<file path="src/rtl/dma_chain_pkg.sv">
package dma_chain_pkg;
  localparam int QWC_W   = 16;
  localparam int QW_W    = 128;
  localparam int CTRL_W  = 32;
  localparam int MODE_LO = 2;
  localparam int DEPTH_LO = 4;
  localparam int TTE_BIT = 6;
  localparam int TIE_BIT = 7;
  localparam int STR_BIT = 8;
  localparam logic [1:0] MODE_BLOCK = 2'd0;
  localparam logic [1:0] MODE_CHAIN = 2'd1;

  typedef enum logic [2:0] {
    TID_REFE = 3'd0, TID_CNT = 3'd1, TID_NEXT = 3'd2, TID_REF = 3'd3,
    TID_REFS = 3'd4, TID_CALL = 3'd5, TID_RET = 3'd6, TID_END = 3'd7
  } tag_id_e;

  typedef enum logic [2:0] {
    S_IDLE, S_FETCH, S_TAGMV, S_DATA, S_POST
  } seq_state_e;
endpackage

</file>
<file path="src/rtl/dma_tag_decode.sv">
module dma_tag_decode
  import dma_chain_pkg::*;
#(
  parameter int ADDR_W = 32
) (
  input  logic [63:0]       tag_i,
  input  logic [ADDR_W-1:0] tadr_i,
  output logic [QWC_W-1:0]  qwc_o,
  output logic              irq_o,
  output logic [ADDR_W-1:0] madr_o,
  output logic [ADDR_W-1:0] tadr_o,
  output logic [ADDR_W-1:0] ret_addr_o,
  output logic              push_o,
  output logic              pop_o,
  output logic              last_o
);
  tag_id_e           id;
  logic [ADDR_W-1:0] addr, follow, span;

  assign qwc_o  = tag_i[15:0];
  assign irq_o  = tag_i[31];
  assign id     = tag_id_e'(tag_i[30:28]);
  assign addr   = tag_i[32 +: ADDR_W];
  assign follow = tadr_i + ADDR_W'(16);
  assign span   = ADDR_W'({qwc_o, 4'b0000});
  assign ret_addr_o = follow + span;

  always_comb begin
    madr_o = follow;
    tadr_o = tadr_i;
    push_o = 1'b0;
    pop_o  = 1'b0;
    last_o = 1'b0;
    unique case (id)
      TID_REFE: begin madr_o = addr; last_o = 1'b1; end
      TID_CNT:  tadr_o = follow + span;
      TID_NEXT: tadr_o = addr;
      TID_REF, TID_REFS: begin madr_o = addr; tadr_o = follow; end
      TID_CALL: begin tadr_o = addr; push_o = 1'b1; end
      TID_RET:  pop_o = 1'b1;
      TID_END:  last_o = 1'b1;
      default:  last_o = 1'b1;
    endcase
  end
endmodule

</file>
<file path="src/rtl/dma_ret_stack.sv">
module dma_ret_stack #(
  parameter int ADDR_W = 32
) (
  input  logic              clk_i,
  input  logic              rst_ni,
  input  logic              push_i,
  input  logic              pop_i,
  input  logic [1:0]        depth_i,
  input  logic [ADDR_W-1:0] ret_addr_i,
  output logic [1:0]        depth_o,
  output logic [ADDR_W-1:0] pop_addr_o,
  output logic              fault_o,
  output logic [ADDR_W-1:0] asr0_o,
  output logic [ADDR_W-1:0] asr1_o
);
  logic [ADDR_W-1:0] slot0_q, slot1_q;

  always_comb begin
    depth_o    = depth_i;
    pop_addr_o = '0;
    fault_o    = 1'b0;
    if (push_i) begin
      unique case (depth_i)
        2'd0:    depth_o = 2'd1;
        2'd1:    depth_o = 2'd2;
        default: fault_o = 1'b1;
      endcase
    end else if (pop_i) begin
      unique case (depth_i)
        2'd2:    begin depth_o = 2'd1; pop_addr_o = slot1_q; end
        2'd1:    begin depth_o = 2'd0; pop_addr_o = slot0_q; end
        default: fault_o = 1'b1;
      endcase
    end
  end

  always_ff @(posedge clk_i or negedge rst_ni) begin
    if (!rst_ni) begin
      slot0_q <= '0;
      slot1_q <= '0;
    end else if (push_i && !fault_o) begin
      if (depth_i == 2'd0) slot0_q <= ret_addr_i;
      else                 slot1_q <= ret_addr_i;
    end else if (pop_i && !fault_o) begin
      if (depth_i == 2'd2) slot1_q <= '0;
      else                 slot0_q <= '0;
    end
  end

  assign asr0_o = slot0_q;
  assign asr1_o = slot1_q;

  p_no_overflow_r4: assert property (@(posedge clk_i) disable iff (!rst_ni)
    push_i && depth_i == 2'd2 |=> $stable(asr0_o) && $stable(asr1_o));
  p_push_slot0_r4: assert property (@(posedge clk_i) disable iff (!rst_ni)
    push_i && depth_i == 2'd0 |=> asr0_o == $past(ret_addr_i));
  p_pop_clears_r5: assert property (@(posedge clk_i) disable iff (!rst_ni)
    pop_i && depth_i == 2'd1 |=> asr0_o == '0);
endmodule

</file>
<file path="src/rtl/dma_chain_seq.sv">
module dma_chain_seq
  import dma_chain_pkg::*;
#(
  parameter int ADDR_W = 32
) (
  input  logic              clk_i,
  input  logic              rst_ni,
  input  logic              cfg_we_i,
  input  logic [31:0]       cfg_ctrl_i,
  input  logic [ADDR_W-1:0] cfg_madr_i,
  input  logic [ADDR_W-1:0] cfg_tadr_i,
  input  logic [15:0]       cfg_qwc_i,
  output logic [31:0]       ctrl_o,
  output logic [ADDR_W-1:0] madr_o,
  output logic [ADDR_W-1:0] tadr_o,
  output logic [15:0]       qwc_o,
  output logic [ADDR_W-1:0] asr0_o,
  output logic [ADDR_W-1:0] asr1_o,
  output logic              busy_o,
  output logic              done_irq_o,
  output logic              bus_err_o,
  output logic              tag_req_o,
  output logic [ADDR_W-1:0] tag_addr_o,
  input  logic              tag_rvalid_i,
  input  logic              tag_err_i,
  input  logic [127:0]      tag_rdata_i,
  output logic              mv_req_o,
  output logic              mv_tag_o,
  output logic [ADDR_W-1:0] mv_addr_o,
  output logic [15:0]       mv_qwc_o,
  output logic [127:0]      mv_tag_data_o,
  input  logic              mv_done_i
);
  seq_state_e        state_q;
  logic [CTRL_W-1:0] ctrl_q;
  logic [ADDR_W-1:0] madr_q, tadr_q, tag_at_q;
  logic [QWC_W-1:0]  qwc_q;
  logic [QW_W-1:0]   tagbuf_q;
  logic              end_q, irq_q, err_q;

  logic [QWC_W-1:0]  dec_qwc;
  logic              dec_irq, dec_push, dec_pop, dec_last;
  logic [ADDR_W-1:0] dec_madr, dec_tadr, dec_ret;
  logic [1:0]        stk_depth;
  logic [ADDR_W-1:0] stk_pop_addr;
  logic              stk_fault, good_tag, stk_op;
  logic [1:0]        start_mode;

  assign good_tag   = state_q == S_FETCH && tag_rvalid_i && !tag_err_i;
  assign stk_op     = dec_push || dec_pop;
  assign start_mode = cfg_ctrl_i[MODE_LO +: 2];

  dma_tag_decode #(.ADDR_W(ADDR_W)) u_dec (
    .tag_i      (tag_rdata_i[63:0]),
    .tadr_i     (tadr_q),
    .qwc_o      (dec_qwc),
    .irq_o      (dec_irq),
    .madr_o     (dec_madr),
    .tadr_o     (dec_tadr),
    .ret_addr_o (dec_ret),
    .push_o     (dec_push),
    .pop_o      (dec_pop),
    .last_o     (dec_last)
  );

  dma_ret_stack #(.ADDR_W(ADDR_W)) u_stk (
    .clk_i      (clk_i),
    .rst_ni     (rst_ni),
    .push_i     (good_tag && dec_push),
    .pop_i      (good_tag && dec_pop),
    .depth_i    (ctrl_q[DEPTH_LO +: 2]),
    .ret_addr_i (dec_ret),
    .depth_o    (stk_depth),
    .pop_addr_o (stk_pop_addr),
    .fault_o    (stk_fault),
    .asr0_o     (asr0_o),
    .asr1_o     (asr1_o)
  );

  always_ff @(posedge clk_i or negedge rst_ni) begin
    if (!rst_ni) begin
      state_q  <= S_IDLE;
      ctrl_q   <= '0;
      madr_q   <= '0;
      tadr_q   <= '0;
      tag_at_q <= '0;
      qwc_q    <= '0;
      tagbuf_q <= '0;
      end_q    <= 1'b0;
      irq_q    <= 1'b0;
      err_q    <= 1'b0;
    end else begin
      irq_q <= 1'b0;
      unique case (state_q)
        S_IDLE: if (cfg_we_i) begin
          ctrl_q <= cfg_ctrl_i;
          madr_q <= cfg_madr_i;
          tadr_q <= cfg_tadr_i;
          qwc_q  <= cfg_qwc_i;
          err_q  <= 1'b0;
          end_q  <= 1'b1;
          if (cfg_ctrl_i[STR_BIT]) begin
            if (start_mode == MODE_BLOCK) begin
              state_q <= (cfg_qwc_i != '0) ? S_DATA : S_POST;
            end else if (start_mode == MODE_CHAIN) begin
              if (cfg_qwc_i != '0) state_q <= S_DATA;   // residual block, no tag walk
              else begin
                end_q   <= 1'b0;
                state_q <= S_FETCH;
              end
            end
          end
        end
        S_FETCH: if (tag_rvalid_i) begin
          if (tag_err_i) begin
            err_q           <= 1'b1;
            ctrl_q[STR_BIT] <= 1'b0;
            state_q         <= S_IDLE;
          end else begin
            ctrl_q[31:16] <= tag_rdata_i[31:16];
            qwc_q         <= dec_qwc;
            madr_q        <= dec_madr;
            tagbuf_q      <= tag_rdata_i;
            tag_at_q      <= tadr_q;
            if (stk_op && !stk_fault) ctrl_q[DEPTH_LO +: 2] <= stk_depth;
            if (!(stk_op && stk_fault)) tadr_q <= dec_pop ? stk_pop_addr : dec_tadr;
            end_q <= dec_last || (stk_op && stk_fault) || (ctrl_q[TIE_BIT] && dec_irq);
            if (ctrl_q[TTE_BIT])      state_q <= S_TAGMV;
            else if (dec_qwc != '0)   state_q <= S_DATA;
            else                      state_q <= S_POST;
          end
        end
        S_TAGMV: if (mv_done_i) state_q <= (qwc_q != '0) ? S_DATA : S_POST;
        S_DATA: if (mv_done_i) begin
          madr_q  <= madr_q + ADDR_W'({qwc_q, 4'b0000});
          qwc_q   <= '0;
          state_q <= S_POST;
        end
        S_POST: if (end_q) begin
          ctrl_q[STR_BIT] <= 1'b0;
          irq_q           <= 1'b1;
          state_q         <= S_IDLE;
        end else begin
          state_q <= S_FETCH;
        end
        default: state_q <= S_IDLE;
      endcase
    end
  end

  assign ctrl_o        = ctrl_q;
  assign madr_o        = madr_q;
  assign tadr_o        = tadr_q;
  assign qwc_o         = qwc_q;
  assign busy_o        = state_q != S_IDLE;
  assign done_irq_o    = irq_q;
  assign bus_err_o     = err_q;
  assign tag_req_o     = state_q == S_FETCH;
  assign tag_addr_o    = tadr_q;
  assign mv_req_o      = state_q == S_TAGMV || state_q == S_DATA;
  assign mv_tag_o      = state_q == S_TAGMV;
  assign mv_addr_o     = (state_q == S_TAGMV) ? tag_at_q : madr_q;
  assign mv_qwc_o      = (state_q == S_TAGMV) ? 16'd1 : qwc_q;
  assign mv_tag_data_o = tagbuf_q;

  p_done_clears_start_r8: assert property (@(posedge clk_i) disable iff (!rst_ni)
    done_irq_o |-> !ctrl_o[STR_BIT]);
  p_done_single_r8: assert property (@(posedge clk_i) disable iff (!rst_ni)
    done_irq_o |=> !done_irq_o);
  p_no_empty_move_r12: assert property (@(posedge clk_i) disable iff (!rst_ni)
    mv_req_o && !mv_tag_o |-> mv_qwc_o != '0);
  p_err_stops_r9: assert property (@(posedge clk_i) disable iff (!rst_ni)
    $rose(bus_err_o) |-> !busy_o && !ctrl_o[STR_BIT] && !done_irq_o);
  p_ctrl_copy_r2: assert property (@(posedge clk_i) disable iff (!rst_ni)
    good_tag |=> ctrl_o[31:16] == $past(tag_rdata_i[31:16]));
endmodule

</file>
<file path="config.mk">
export PLATFORM = sky130hd
export DESIGN_NAME = dma_chain_seq
export DESIGN_NICKNAME = d
export VERILOG_FILES = /design/src/rtl/dma_chain_pkg.sv /design/src/rtl/dma_tag_decode.sv /design/src/rtl/dma_ret_stack.sv /design/src/rtl/dma_chain_seq.sv
export SDC_FILE = /design/constraint.sdc
export NUM_CORES = 1
export LEC_CHECK = 0
export ABC_AREA = 1
export ABC_CLOCK_PERIOD_IN_PS = 6600
export BUFFER_PORTS_ARGS = -buffer_cell sky130_fd_sc_hd__buf_4
export CORE_AREA = 2 2 247 249
export DETAILED_ROUTE_END_ITERATION = 16
export DIE_AREA = 0 0 249 251
export SYNTH_ARGS = -nofsm -noshare
export SYNTH_HDL_FRONTEND = slang
export SYNTH_SLANG_ARGS = --single-unit
</file>
<file path="constraint.sdc">
create_clock -name clk_i -period 6.6 [get_ports clk_i]
set_input_delay 0.33 -clock clk_i [delete_from_list [all_inputs] [get_ports clk_i]]
set_output_delay 0.33 -clock clk_i [all_outputs]
set_load 0.02 [all_outputs]
</file>
==> out/results.tsv <==
metric	value	unit
mux share of post-synthesis cell area	0	
core area	0.0598	mm^2
drt initial violations	2150	
first-pass detailed-route iteration total	7	
Clk network pwr share	0.173	
R2R Path Start	state_q[2]	
placed insts	3935	
RSZ-0062 raised after global routing	no	
Post-Syn Nets	2944	
maximum vdd ir drop	0.267	mV
critical path data arrival time	4.33	ns
measured slew at the worst slew-check pin	1.10	ns
PortBufs	635	
clk_skew	0.0192	ns
Post-Synth Simple-Gate Area	0.244	
Post-Synth Adder-Cell Area	0.0277	
Mapped Area	0.0195	mm^2
CP cell instances	nor2_8 > nand2_4 > nor2_4 > nand2_8 > inv_2 > nand4_1 > a21oi_2 > o21ai_2 > nand2_2 > o21ai_0	
CP max stage delay	0.80	ns
hold_ws	0.0365	ns
Setup-failing EPs final	0	
Mapped Avg Cell Area	7.36	um^2
GRT overflow	0	
Netlist cell types	51	
CTS H-Tree Depth	2	
post-synthesis sequential area ratio	0.438	
Finished Layout Cells	4110	
cell count after synthesis	2656	
Required @ worst endpoint	7.00	ns
final hold violation count	0	
Die Width	249	um
worst slack, placed	2.69	ns
vias in the first global route	20000	
HP Class	in -> reg	
initial antenna violation count	9	
terminus of the critical flop-to-flop path	u_stk.asr0_o[13]	
Switching Fraction	0.500	
area of the multi-input gates	0.00921	mm^2
Clock Pin Slew Worst Setup and Hold Paths	0.06	ns
Sequential Power Share	0.264	
Vias per Instance	5.14	
min Tclk post-route	3.93	ns
setup slack, reg-to-reg	2.67	ns
Cells on Worst Hold Path	3	
Bufs on Longest Clock Path	3	
die height	251	um
die area	0.0625	mm^2
Core Util, Final	0.453	
CTS tree	built	
Synth Register Bits	342	
insertion delay to the later sink of the worst-skew pair	0.58	ns
Post-DP HPWL	72.3	mm
largest net degree at the start of global routing	128	
crit end category	flip-flop	
via count	21100	
CTS buffer count	43	
LEAKAGE	13.9	nW
Area growth syn-to-layout	38.6	%
Post-layout nets	3579	
CP startpoint kind	flip-flop	
share of layout cells above drive strength 1	0.234	
total track usage	0.290	
max-cap violations	0	
root buffer cell	clkbuf_16	
first-pass GRT wire length	136	mm
reg2reg path depth	10	
Syn. warnings	0	
final max-slew violation count	0	
crit-path max FO	84	
Slew HR	0.265	
outcome	finished, final reports clean	
Comb pwr share	0.563	
Final TNS setup	0	ns
CP Buf/Inv Count	1	
Tcrit/Tclk final	0.596	
Reg area	0.00856	mm^2
Pint	7.15	mW
critical path class	reg -> reg	
Post-synth ARST share	1.00	
post-CTS setup buffer count	0	
Synth Flop Type	dfrtp_1	
detailed-route DRC error count	0	
Post-Synth XOR/XNOR Area	0.0148	
IO Pins	636	
fin worst setup slack	2.67	ns
ANT nets after route	0	
initial core utilization	0.327	
Routability Congestion	0.984	
Detailed Route WL	93.3	mm
fillcell total	6117	
Worst Hold Path EP	madr_o[12]	
power per cell area	528	mW/mm^2
crit-path leading delay family	simple AND/OR/NAND/NOR gates	
post-synthesis compound-gate area fraction	0.184	
row cnt	90	
Post-synth EDFFs	0	
WL per Instance	22.7	um
fmax	0.254	GHz
Crit-path slowest cell	nand2_2	
Clock Sinks	342	
largest family of logic cells by synthesized area	simple AND/OR/NAND/NOR gates	
net switching power	7.14	mW
HP Start	cfg_madr_i[12]	
==> per-stage QoR <==
step	power, mW	area, um^2
after global placement	11.7	24700
after CTS	14.3	27100
final	14.3	27100
after detailed placement	11.7	24700
after global routing	15.2	27100
after floorplan	8.24	19500
==> cells by family (layout without fill, tap and decap cells) <==
| group | count (synthesis) | count (layout) |
|---|---|---|
| flip-flops | 342 | 342 |
| AO/OA/AOI/OAI | 637 | 637 |
| buffers and inverters | 421 | 1088 |
| other | 0 | 5 |
| XOR/XNOR | 33 | 33 |
| adder cells (fa/ha/maj) | 42 | 42 |
| AND/OR/NAND/NOR | 1181 | 1181 |
==> tightest hold or removal path, cell delays in order <==
cell     delay [ns]
buf_4          0.09
o21ai_0        0.07
o21ai_0        0.08
==> worst max path at each step <==
stage | start | cells past startpoint | to | slack, ns
finish | state_q[2] | 10 | u_stk.asr0_o[13] | 2.67
CTS | state_q[2] | 10 | u_stk.asr0_o[13] | 2.64
global placement | state_q[2] | 10 | u_stk.asr0_o[31] | 2.78
detailed placement | state_q[2] | 10 | u_stk.asr0_o[13] | 2.69
floorplan | tadr_o[4] | 21 | tadr_o[25] | 3.48
global route | state_q[0] | 11 | u_stk.asr0_o[6] | 2.22
==> area by class of cell <==
cell class / instances / share of cell area
flip-flops and latches: 342 / 0.316
multi-input cells: 1893 / 0.340
well taps: 782 / 0.0361
clock buffers: 61 / 0.0452
inverters: 263 / 0.0366
clock inverters: 16 / 0.00850
diodes: 5 / 0.000462
repair buffers: 748 / 0.217
==> flip-flops by register name, indices dropped and copies added (netlist names) <==
name	flops
tadr_o	32
state_q	3
ctrl_o	32
bus_err_o	1
end_q	1
u_stk.asr1_o	32
done_irq_o	1
madr_o	32
u_stk.asr0_o	32
tag_at_q	32
mv_tag_data_o	128
qwc_o	16
==> repair_timing <==
item	in CTS	in global routing
endpoints found under the hold margin	172	0
gates resized for setup	0	0
hold buffers	93	0
==> per-layer routing <==
metal / wire (um) / vias to the layer above / part of all wire / GRT usage
li1: - / 9920 / - / -
met4: 3110 / 10 / 0.033 / 0.0945
met2: 39700 / 994 / 0.43 / 0.423
met3: 7750 / 158 / 0.083 / 0.0608
met1: 42700 / 10000 / 0.46 / 0.425
met5: 67 / - / 0.00072 / 0
==> cells in the mapped netlist (5+ instances only) <==
cell type	instances	area (um^2)
inv_2	11	41.3
xor2_1	25	219
clkbuf_1	86	323
buf_1	6	22.5
o21ai_0	290	1450
a31oi_1	13	81.3
nand2_2	5	31.3
a22o_1	33	289
dfrtp_1	342	8560
buf_2	20	100
nand4_1	22	138
nor2_1	116	435
nand2_1	909	3410
o21a_1	13	97.6
xnor2_1	8	70.1
nor3_1	9	45.0
o21ai_1	62	310
nor2_2	5	31.3
o211ai_1	21	158
o22ai_1	39	244
a21oi_1	124	621
buf_4	41	308
nand3_1	85	425
or2_2	14	87.6
a22oi_1	16	120
o221ai_1	6	52.6
ha_1	40	500
inv_1	250	938
==> power by group through the flow <==
stage               clock [mW]  sequential, mW  combinational [mW]
floorplan                    0            4.31                3.93
global placement             0            3.75                7.92
detailed placement           0            3.76                7.93
CTS                       2.52            3.74                8.01
global route              2.59            3.85                8.72
finish                    2.47            3.77                8.05
==> placed cells by master (no fill, tap or decap), types with 13 or more instances in the layout <==
cell,instances
dlygate4sd3_1,93
a21oi_1,124
o21ai_1,62
o21a_1,13
o22ai_1,39
a22oi_1,16
o211ai_1,21
clkbuf_16,44
nor2_1,114
a22o_1,33
nand3_1,85
buf_4,653
xor2_1,25
o21ai_0,290
inv_1,249
nand2_1,909
nand4_1,22
ha_1,40
or2_2,14
dfrtp_1,342
a31oi_1,13
No activity file was read; power rests on OpenSTA's default activity.
